File: src/rtl/hdc_pkg.sv
`timescale 1ns/1ps
package hdc_pkg;

  typedef enum logic [1:0] {
    ST_IDLE = 2'd0,
    ST_LOAD = 2'd1,
    ST_RUN  = 2'd2
  } hdc_state_e;

  // Negative-sign mask of the 4x4 Hadamard matrix, bit index {row, col}.
  localparam logic [15:0] H4_NEG = 16'b1010_0110_1100_0000;

  function automatic logic h4_neg(input logic [1:0] i, input logic [1:0] k);
    return H4_NEG[{i, k}];
  endfunction

endpackage

File: src/rtl/hdc_colsum.sv
`timescale 1ns/1ps
module hdc_colsum
  import hdc_pkg::*;
#(
  parameter  int IN_W  = 16,
  localparam int SUM_W = IN_W + 2,
  localparam int NCOEF = 16
) (
  input  logic [NCOEF*IN_W-1:0]   coef_i,
  input  logic [1:0]              col_i,
  input  logic                    size2_i,
  output logic signed [SUM_W-1:0] t_o [4]
);

  logic signed [SUM_W-1:0] t4 [4];
  logic signed [SUM_W-1:0] t2 [2];

  for (genvar r = 0; r < 4; r++) begin : g_big
    logic signed [SUM_W-1:0] acc;
    always_comb begin
      acc = '0;
      for (int c = 0; c < 4; c++) begin
        if (h4_neg(col_i, 2'(c)))
          acc = acc - SUM_W'($signed(coef_i[(r*4+c)*IN_W +: IN_W]));
        else
          acc = acc + SUM_W'($signed(coef_i[(r*4+c)*IN_W +: IN_W]));
      end
    end
    assign t4[r] = acc;
  end

  for (genvar r = 0; r < 2; r++) begin : g_small
    logic signed [SUM_W-1:0] e0, e1;
    assign e0 = SUM_W'($signed(coef_i[(r*2)*IN_W +: IN_W]));
    assign e1 = SUM_W'($signed(coef_i[(r*2+1)*IN_W +: IN_W]));
    assign t2[r] = col_i[0] ? (e0 - e1) : (e0 + e1);
  end

  always_comb begin
    if (size2_i) begin
      t_o[0] = t2[0];
      t_o[1] = t2[1];
      t_o[2] = '0;
      t_o[3] = '0;
    end else begin
      for (int r = 0; r < 4; r++) t_o[r] = t4[r];
    end
  end

endmodule

File: src/rtl/hdc_butterfly.sv
`timescale 1ns/1ps
module hdc_butterfly #(
  parameter  int SUM_W = 18,
  localparam int OUT_W = SUM_W + 2
) (
  input  logic signed [SUM_W-1:0] t_i [4],
  input  logic [1:0]              sel_i,
  output logic signed [OUT_W-1:0] y_o
);

  logic signed [SUM_W:0] s0, s1;
  logic                  pair_sub;
  logic                  final_sub;

  assign pair_sub  = sel_i[1];
  assign final_sub = sel_i[1] ^ sel_i[0];

  // Adder/subtractors 0 and 1: operation depends only on the row pair.
  always_comb begin
    if (pair_sub) begin
      s0 = (SUM_W+1)'(t_i[0]) - (SUM_W+1)'(t_i[1]);
      s1 = (SUM_W+1)'(t_i[2]) - (SUM_W+1)'(t_i[3]);
    end else begin
      s0 = (SUM_W+1)'(t_i[0]) + (SUM_W+1)'(t_i[1]);
      s1 = (SUM_W+1)'(t_i[2]) + (SUM_W+1)'(t_i[3]);
    end
  end

  // Adder/subtractor 2.
  assign y_o = final_sub ? (OUT_W'(s0) - OUT_W'(s1)) : (OUT_W'(s0) + OUT_W'(s1));

endmodule

File: src/rtl/hdc_seq.sv
`timescale 1ns/1ps
module hdc_seq
  import hdc_pkg::*;
(
  input  logic       clk_i,
  input  logic       rst_ni,
  input  logic       start_i,
  input  logic       size2_i,
  output hdc_state_e state_o,
  output logic       size2_o,
  output logic [1:0] row_o,
  output logic [1:0] col_o,
  output logic [1:0] sel_o,
  output logic [1:0] next_col_o,
  output logic       last_o,
  output logic       cap_o,
  output logic       load_o
);

  hdc_state_e state_q, state_d;
  logic [3:0] cnt_q, cnt_d;
  logic       size2_q;
  logic       col_end;

  assign cap_o   = (state_q == ST_IDLE) && start_i;
  assign last_o  = size2_q ? (cnt_q == 4'd3) : (cnt_q == 4'd15);
  assign col_end = size2_q ? cnt_q[0] : (cnt_q[1:0] == 2'd3);
  assign row_o   = size2_q ? {1'b0, cnt_q[0]} : cnt_q[1:0];
  assign col_o   = size2_q ? {1'b0, cnt_q[1]} : cnt_q[3:2];
  assign sel_o   = size2_q ? {cnt_q[0], 1'b0} : cnt_q[1:0];
  assign load_o  = (state_q == ST_LOAD) || ((state_q == ST_RUN) && col_end && !last_o);
  assign next_col_o = (state_q == ST_LOAD) ? 2'd0 : (col_o + 2'd1);
  assign state_o = state_q;
  assign size2_o = size2_q;

  always_comb begin
    state_d = state_q;
    cnt_d   = cnt_q;
    unique case (state_q)
      ST_IDLE: if (start_i) state_d = ST_LOAD;
      ST_LOAD: begin
        state_d = ST_RUN;
        cnt_d   = '0;
      end
      ST_RUN: begin
        cnt_d = cnt_q + 4'd1;
        if (last_o) state_d = ST_IDLE;
      end
      default: state_d = ST_IDLE;
    endcase
  end

  always_ff @(posedge clk_i or negedge rst_ni) begin
    if (!rst_ni) begin
      state_q <= ST_IDLE;
      cnt_q   <= '0;
      size2_q <= 1'b0;
    end else begin
      state_q <= state_d;
      cnt_q   <= cnt_d;
      if (cap_o) size2_q <= size2_i;
    end
  end

  AST_CNT_STEP: assert property (@(posedge clk_i) disable iff (!rst_ni)
    (state_q == ST_RUN && $past(state_q) == ST_RUN) |-> (cnt_q == $past(cnt_q) + 4'd1));

  AST_MODE_HELD: assert property (@(posedge clk_i) disable iff (!rst_ni)
    (state_q != ST_IDLE && $past(state_q) != ST_IDLE) |-> $stable(size2_q));

endmodule

File: src/rtl/hdc_hadamard_dc.sv
`timescale 1ns/1ps
module hdc_hadamard_dc
  import hdc_pkg::*;
#(
  parameter  int IN_W  = 16,
  localparam int NCOEF = 16,
  localparam int SUM_W = IN_W + 2,
  localparam int OUT_W = IN_W + 4
) (
  input  logic                    clk_i,
  input  logic                    rst_ni,
  input  logic                    start_i,
  input  logic                    size2_i,
  input  logic [NCOEF*IN_W-1:0]   coef_i,
  output logic                    busy_o,
  output logic                    out_valid_o,
  output logic signed [OUT_W-1:0] out_data_o,
  output logic [1:0]              out_row_o,
  output logic [1:0]              out_col_o,
  output logic                    done_o
);

  // Reset: asserted asynchronously, released on a clock edge.
  logic rst_meta, rst_s;
  always_ff @(posedge clk_i or negedge rst_ni) begin
    if (!rst_ni) begin
      rst_meta <= 1'b0;
      rst_s    <= 1'b0;
    end else begin
      rst_meta <= 1'b1;
      rst_s    <= rst_meta;
    end
  end

  hdc_state_e state;
  logic       size2_q, last, cap, load;
  logic [1:0] row, col, sel, next_col;

  hdc_seq i_seq (
    .clk_i      (clk_i),
    .rst_ni     (rst_s),
    .start_i    (start_i),
    .size2_i    (size2_i),
    .state_o    (state),
    .size2_o    (size2_q),
    .row_o      (row),
    .col_o      (col),
    .sel_o      (sel),
    .next_col_o (next_col),
    .last_o     (last),
    .cap_o      (cap),
    .load_o     (load)
  );

  // Coefficient buffer.
  logic [NCOEF*IN_W-1:0] coef_q;
  always_ff @(posedge clk_i or negedge rst_s) begin
    if (!rst_s)   coef_q <= '0;
    else if (cap) coef_q <= coef_i;
  end

  // First-stage sums for the next column and their holding registers.
  logic signed [SUM_W-1:0] tnext  [4];
  logic signed [SUM_W-1:0] hold_q [4];

  hdc_colsum #(.IN_W(IN_W)) i_colsum (
    .coef_i  (coef_q),
    .col_i   (next_col),
    .size2_i (size2_q),
    .t_o     (tnext)
  );

  always_ff @(posedge clk_i or negedge rst_s) begin
    if (!rst_s) begin
      for (int r = 0; r < 4; r++) hold_q[r] <= '0;
    end else if (load) begin
      for (int r = 0; r < 4; r++) hold_q[r] <= tnext[r];
    end
  end

  logic signed [OUT_W-1:0] y;
  hdc_butterfly #(.SUM_W(SUM_W)) i_bfly (
    .t_i   (hold_q),
    .sel_i (sel),
    .y_o   (y)
  );

  // Output registers.
  logic emit;
  assign emit = (state == ST_RUN);

  always_ff @(posedge clk_i or negedge rst_s) begin
    if (!rst_s) begin
      out_valid_o <= 1'b0;
      done_o      <= 1'b0;
      out_data_o  <= '0;
      out_row_o   <= '0;
      out_col_o   <= '0;
    end else begin
      out_valid_o <= emit;
      done_o      <= emit && last;
      if (emit) begin
        out_data_o <= y;
        out_row_o  <= row;
        out_col_o  <= col;
      end
    end
  end

  assign busy_o = (state != ST_IDLE);

  AST_PAIR_HOLD: assert property (@(posedge clk_i) disable iff (!rst_s)
    (state == ST_RUN && !size2_q && row[0]) |->
      ($stable(hold_q[0]) && $stable(hold_q[1]) && $stable(hold_q[2]) &&
       $stable(hold_q[3]) && $stable(sel[1])));

  AST_DONE_LAST: assert property (@(posedge clk_i) disable iff (!rst_s)
    done_o |-> (out_valid_o && out_row_o == (size2_q ? 2'd1 : 2'd3) &&
                out_col_o == (size2_q ? 2'd1 : 2'd3)));

  AST_VALID_END: assert property (@(posedge clk_i) disable iff (!rst_s)
    $fell(out_valid_o) |-> $past(done_o));

  AST_DONE_IDLE: assert property (@(posedge clk_i) disable iff (!rst_s)
    done_o |-> !busy_o);

endmodule

File: config.mk
export PLATFORM = sky130hd
export DESIGN_NAME = hdc_hadamard_dc
export DESIGN_NICKNAME = d
export VERILOG_FILES = /design/src/rtl/hdc_pkg.sv /design/src/rtl/hdc_colsum.sv /design/src/rtl/hdc_butterfly.sv /design/src/rtl/hdc_seq.sv /design/src/rtl/hdc_hadamard_dc.sv
export SDC_FILE = /design/constraint.sdc
export NUM_CORES = 1
export LEC_CHECK = 0
export BUFFER_PORTS_ARGS = -buffer_cell sky130_fd_sc_hd__buf_2
export CAP_MARGIN = 10
export CELL_PAD_IN_SITES_DETAIL_PLACEMENT = 1
export CELL_PAD_IN_SITES_GLOBAL_PLACEMENT = 2
export CORE_MARGIN = 1
export CORE_UTILIZATION = 39
export CTS_CLUSTER_DIAMETER = 200
export CTS_CLUSTER_SIZE = 14
export DETAILED_ROUTE_END_ITERATION = 16
export HOLD_SLACK_MARGIN = 0.05
export PLACE_DENSITY_LB_ADDON = 0.08
export SLEW_MARGIN = 0
export SYNTH_ARGS = -nofsm -noshare
export SYNTH_HDL_FRONTEND = slang
export SYNTH_HIERARCHICAL = 1
export SYNTH_SLANG_ARGS = --single-unit
File: constraint.sdc
create_clock -name clk_i -period 15.9 [get_ports clk_i]
set_clock_uncertainty 0.15 [all_clocks]
set_input_delay 0.795 -clock clk_i [delete_from_list [all_inputs] [get_ports clk_i]]
set_output_delay 0.795 -clock clk_i [all_outputs]
set_load 0.02 [all_outputs]
---- Yosys cells after proc, flatten, opt, wreduce, memory -nomap -nowiden ----
Cells that the tools add are included.
word-level totals
  flip-flop bits (word level) ............. 363
  bits of input ports ..................... 260
  output and inout bits ................... 27
operators by class
  magnitude comparators ................... 4
  reduce and logical (&&, ||, !) cells .... 10
  bitwise operators ....................... 1
  add/sub/neg operators ................... 40
  mux-type cells .......................... 40
  eq/ne operators ......................... 7
operator list
  cell                   count
  $mux 18                18
  $add 18x16->18         12
  $sub 18x16->18         12
  $mux 72                1
  $sub 1x16->17 const A  4
  $add 18x18->19         2
  $mux 19                2
  $sub 18x18->19         2
  $add 16x16->17         2
  $sub 16x16->17         2
  $add 19x19->20         1
  $lt 4x5->1 const B     4
  $mux 20                1
  $sub 19x19->20         1
  $mux 2                 6
  $bmux 1 s2             4
  $pmux 4 s2             1
  $mux 1                 6
  $pmux 2 s3             1
  $add 4x1->4 const B    1
  $eq 2x2->1 const B     2
  $eq 4x2->1 const B     1
  $eq 4x4->1 const B     1
  $logic_and 1x1->1      4
  other kinds (10)       11

---- Logic depth before layout (Yosys ltp) ----
Gate-level depths: netlist of the first run.
  depth in word-level cells ............... 13
  depth in mapped cells ................... 36
  gate-level depth less buffers ........... 32

---- Cells and area by module ----
Netlist of the first run, hierarchy kept.
by module, submodules not included
  module           area an instance (um2)  times used  cells an instance
  hdc_colsum       15,117.0                1           2,196
  hdc_hadamard_dc  13,306.5                1           752
  hdc_butterfly    4,038.9                 1           577
  hdc_seq          516.7                   1           57

---- Worst setup path after synthesis of the first run ----
OpenSTA, ideal clock, no wires.
  kind .................................... register to register
  start ................................... register i_seq.size2_q (netlist: i_seq/size2_o)
  end ..................................... register hold_q[17] in the netlist's numbering
  data arrival time ....................... 7.017 ns
  slack ................................... 8.609 ns
  stages on the path, launching flop included .. 32
  setup time .............................. 0.125 ns
  clock period less this slack ............ 7.291 ns
  required time ........................... 15.625 ns
  cell sequence ........................... dfrtp_1 buf_4 mux2_2 xnor2_1 nor2_1 clkbuf_1 clkbuf_1 clkbuf_1 mux2_2 fa_1 nor2b_1 o21ai_0 a21boi_0 o21ai_0 a21boi_0 nor2_1 ha_1 or4_1 o211ai_1 nand2b_1 a21oi_1 o21bai_1 a21oi_1 xnor2_1 ha_1 and3_1 a221o_1 o21ai_0 a31oi_1 and2_1 mux2_2 mux2_2
RTL lines
  item                    line                   source
  from (decl)             hdc_seq.sv:22          logic size2_q;
  from (signal assigned)  hdc_seq.sv:61          if (cap_o) size2_q <= size2_i;
  to (decl)               hdc_hadamard_dc.sv:64  logic signed [SUM_W-1:0] hold_q [4];

==> results of run 1 <==
==> repair_timing <==
action / in CTS / in global routing
gates resized for setup: 0 / 0
hold endpoints to repair: 2 / 0
hold buffers: 1 / 0
==> path summary, 6_finish.rpt <==
check                               from           to
max                        i_seq/size2_o   hold_q[71]
min                             rst_meta        rst_s
max reg2reg                i_seq/size2_o   hold_q[71]
min reg2reg                     rst_meta        rst_s
max in group asynchronous          rst_s    coef_q[8]
min in group asynchronous          rst_s  coef_q[232]
==> cell families after synthesis <==
kind of cell,Yosys count,synth area share
AND/OR/NAND/NOR,969,0.1439
adder cells (fa/ha/maj),331,0.1294
multiplexers,384,0.1305
XOR/XNOR,462,0.1246
buffers and inverters,263,0.03779
flip-flops,363,0.2754
other,1,0.0001137
AO/OA/AOI/OAI,809,0.1582
==> area by class of cell <==
type                            count  area share
Inverter                          172     0.01783
Timing Repair Buffer              309     0.04436
Tap cell                         1134     0.03918
Antenna cell                        2   0.0001382
Sequential cell                   363      0.2509
Clock buffer                       32     0.02035
Multi-Input combinational cell   2956      0.6267
Clock inverter                      1   0.0005527
==> sequential cells by signal, summed over array words and instances (netlist names) <==
name,flops
coef_q,256
done_o,1
hold_q,72
i_seq/cnt_q,4
i_seq/size2_o,1
i_seq/state_o,2
out_col_o,2
out_data_o,20
out_row_o,2
out_valid_o,1
rst_meta,1
rst_s,1
==> routing by layer <==
metal	share of wire	wire length [um]	global-route usage	vias up
li1	-	-	-	13350
met1	0.44	44530	0.2920	13590
met2	0.51	52380	0.4438	340
met3	0.025	2598	0.02056	106
met4	0.023	2372	0.05236	4
met5	0.00023	23	0	-
==> cells in the final DEF, fill, tap and decap left out, drive strengths merged, types with 20 or more instances in the layout <==
cell      n
o31ai    30
mux2i    20
clkbuf   32
nor2b    48
a21oi   263
mux2    364
xor2    111
nor4     29
a31oi    38
nand2b   46
or3      39
o21bai   28
o211ai   20
buf     308
and3     29
o21ai   149
dfrtp   363
a211oi   32
ha      314
o21a     55
a21o     65
xnor2   347
inv     173
nand3    55
nand2   172
nor3    120
nor2    337
==> through the flow <==
stage | util | setup slack (ns) | std cells | area, sq um
2_1_floorplan | - | 4.884 | 3582 | 32980
3_3_place_gp | 0.4236 | 7.671 | 4933 | 35450
3_5_place_dp | 0.4236 | 7.485 | 4933 | 35450
4_1_cts | 0.4327 | 7.361 | 4967 | 36210
5_1_grt | 0.4327 | 6.774 | 4967 | 36210
6_report | 0.4328 | 7.373 | 4969 | 36220
==> worst max-delay path: cells and delay by family, from the launching register on <==
family	cells	cell delay, ns
buffers and inverters	1	0.61
muxes	3	1.05
DFF	1	0.56
xor gates and xnor gates	4	0.98
adders and majority gates	3	1.12
AOI/OAI and AO/OA	11	2.08
and+or+nand+nor	9	1.84
==> results.toml, run 1 <==
[outcome]
status = "finished clean"

[logic_synthesis]
ys_ff_latch = 363
syn_area_sq_um = 32980
yosysTopAreaCell = "dfrtp_1"
yosysTopAreaCellShare = 0.2754
synth_fp_nets = 4173
synth.distinct_cells = 96
ys_seq_area_frac = 0.2754
syn_avg_cell_area_sq_um = 9.207
syn_inst = 3582
synthTopCellsByArea = "dfrtp_1 (28%), mux2_2 (12%), ha_1 (12%)"
synth_ff_type = "dfrtp_1"
async_flop_share = 1.000
synth-edff-count = 0
yosys_warnings = 6
synthTopCellsByCount = "dfrtp_1 (363), mux2_2 (363), xnor2_1 (347), nor2_1 (335), ha_1 (314)"

[sta]
rsz0062_at_grt = "no"
fmax_mhz = 117.3
hold_viol_final = 0
tightest_slew_ns = 1.106
setup_tns_ns = 0
drv_slew = 0
period_share = 0.5363
relSlewSlack = 0.2536
worst_hold_slack_ns = 0.2015
setup_violations = 0
min_period_ns = 8.527

[global_routing]
grt_start_max_net_pins = 74
antenna_found_initial = 4
grt_overflow = 0
grt_pass1_vias = 29220
grt_pass1_wl_mm = 162.6
grt_usage = 0.2371

[detailed_routing]
initialDrtViolationCount = 873
vias_per_cell = 5.510
drc = 0
drt.antenna.violating_nets = 0
routedWlPerCell_um = 20.51
num_vias = 27380
first_pass_iters = 5
wirelength_mm = 101.9

[clock_network]
clk_latency_ns = 0.66
cts_sinks = 363
cts_tree = "done"
cts_made_buffers = 29
path_clk_slew_ns = 0.08
cts_setup_buffers = 0
h-tree-depth = 1
clk_path_buf_depth = 3
root_buffer = "clkbuf_16"

[critical_path]
worst-path-max-fanout = 49
arrival_ns = 8.96
cpMaxStageDelayCell = "nor2_4"
path_class = "reg2reg"
cp-start-kind = "flip-flop"
max_stage_delay_ns = 0.68
ff2ff_path_depth = 31
rrSetupSlack_ns = 7.37
required_ns = 16.33
endpoint_kind = "flip-flop"

[worst_hold_path]
min_path_type = "reg2reg"
min_delay_path_depth = 0

[floorplan]
die_h_um = 292.8
start_util = 0.3941
ios = 287
fp-row-count = 106
dieWidth_um = 292.8
core_sq_um = 83690
die_area_sq_um = 85730

[placement]
portBuffers = 286
dp_hpwl_mm = 83.91
gp_congestion = 0.8635

[layout]
multi_input_area_sq_um = 22700
regArea_sq_um = 9089
layout.nets = 4422
drive_above_1_share = 0.1967
nFillCells = 9727
syn_to_final_growth_pct = 9.822

[flow_run]
cap_violations = 0
Power of run 1 is left out: the tool's default activity adds up to more than one toggle a clock period on the data nets, which glitch-free logic cannot reach.
==> run 2: changes to the inputs <==
Settings changed: CORE_UTILIZATION 39 to 35.
Clock period 15.9 ns to 6.8 ns, I/O delays scaled along.
==> run 2 against run 1 <==
Compared with the run above:
- final cell count is 12% higher
- first-iteration DRC count is 3.3% higher
- global-route usage is 0.43 points lower
- critical path depth stayed put
- design area is 14% higher
- non-clock buffer count is 486 higher
- highest routed layer unchanged
- sequential share of layout area is 3.1 points lower
- count of clock-buffer cells in the layout stayed put
==> results.toml, run 2 (synthesis results as in run 1) <==
[outcome]
status = "finished clean"

[worst_hold_path]
min_path_type = "reg2reg"

[global_routing]
grt_pass1_vias = 31590
antenna_found_initial = 12
grt_usage = 0.2328
grt_pass1_wl_mm = 176.1
grt_overflow = 0
grt_start_max_net_pins = 142

[sta]
hold_viol_final = 0
relSlewSlack = 0.3065
fmax_mhz = 149.4
tightest_slew_ns = 1.040
rsz0062_at_grt = "yes"
drv_slew = 0
min_period_ns = 6.693
period_share = 0.9843
worst_slack_ns = 0.1066
setup_violations = 0

[critical_path]
cp-start-kind = "flip-flop"
critPathBufInv = 4
path_class = "reg2reg"
cpMaxStageDelayCell = "dfrtp_4"
cp_top_family = "compound AO/OA/AOI/OAI gates"
worst-path-max-fanout = 12
max_stage_delay_ns = 0.51
required_ns = 7.18
arrival_ns = 7.08
endpoint_kind = "flip-flop"

[flow_run]
cap_violations = 0

[layout]
reg_top3 = "coef_q (256), hold_q (72), out_data_o (20)"
syn_to_final_growth_pct = 25.60
layout.nets = 4908
finish.instance_area_sq_um = 41420
layout_commonest_cell = "dfrtp_1"
final_cells = 5577
top_register = "coef_q"
largest_reg_flops = 256
drive_above_1_share = 0.2503
layout_common_cells = "dfrtp_1 (361), mux2_2 (356), xnor2_1 (339)"

[clock_network]
root_buffer = "clkbuf_16"
clk_path_buf_depth = 3
cts_sinks = 363
path_clk_slew_ns = 0.09
cts_tree = "done"
clk_latency_ns = 0.66
cts_made_buffers = 29
h-tree-depth = 1

[placement]
post-place-ws_ns = -0.6306
dp.cells = 5243
dp_hpwl_mm = 89.11
gp_congestion = 0.8764
placed_area_sq_um = 37120
portBuffers = 286

[detailed_routing]
routedWlPerCell_um = 20.22
num_vias = 29280
first_pass_iters = 5
drc = 0
wirelength_mm = 112.8
drt.antenna.violating_nets = 0
vias_per_cell = 5.250
initialDrtViolationCount = 902

[floorplan]
fp-row-count = 112
die_h_um = 309.0
ios = 287
dieWidth_um = 309.0
start_util = 0.3534
die_area_sq_um = 95460
core_sq_um = 93330
==> run 2: area by class of cell <==
cell class,instances,area [sq um]
fill,10800,51910
multi-input combinational,2956,23250
sequential,363,9091
timing repair buffer,795,6095
tap,1254,1569
clock buffer,32,737.0
inverter,172,649.4
clock inverter,1,20.02
antenna,4,10.01
==> run 2: worst register-to-register path: cells and delay by family (launching register included) <==
kind / cells / cell delay (ns)
buffers and inverters: 4 / 0.64
multiplexers: 2 / 0.62
AO/OA/AOI/OAI: 12 / 2.40
flip-flops: 1 / 0.51
XOR/XNOR: 4 / 0.50
adder cells (fa/ha/maj): 3 / 0.92
AND/OR/NAND/NOR: 6 / 0.88
==> run 2: path summary, 6_finish.rpt <==
check | startpoint | endpoint | slack (ns) | cells past startpoint
max | i_seq/size2_o | hold_q[35] | 0.11 | 31
min | rst_meta | rst_s | 0.21 | 0
max reg2reg | i_seq/size2_o | hold_q[35] | 0.11 | 31
min reg2reg | rst_meta | rst_s | 0.21 | 0
max in group asynchronous | rst_s | coef_q[135] | 4.62 | 2
min in group asynchronous | rst_s | coef_q[225] | 0.25 | 0
==> run 2: routing by layer <==
layer | GRT usage | vias to the layer above | wire (um)
li1 | - | 14320 | -
met1 | 0.2819 | 14450 | 49240
met2 | 0.4346 | 390 | 57460
met3 | 0.02323 | 109 | 2798
met4 | 0.06044 | 8 | 3214
met5 | 0 | - | 48
==> run 2: what timing repair did <==
| action | in CTS | in global routing |
|---|---|---|
| pin swaps | 14 | 76 |
| endpoints found under the hold margin | 261 | 0 |
| buffers inserted | 5 | 31 |
| hold buffers | 260 | 0 |
| gates resized for setup | 34 | 123 |
| gates cloned | 0 | 2 |
| endpoints found under the setup margin | 13 | 23 |
==> run 2: stage by stage <==
stage / hold WS (ns) / util / TNS [ns]
3_3_place_gp: -0.02445 / 0.3977 / -1.779
4_1_cts: 0.2136 / 0.4356 / -0.04263
5_1_grt: 0.2198 / 0.4438 / -0.7456
6_report: 0.2102 / 0.4438 / 0
3_5_place_dp: -0.02264 / 0.3977 / -2.471
2_1_floorplan: -0.1056 / - / -0.08716
Power of run 2 is left out for the same reason.
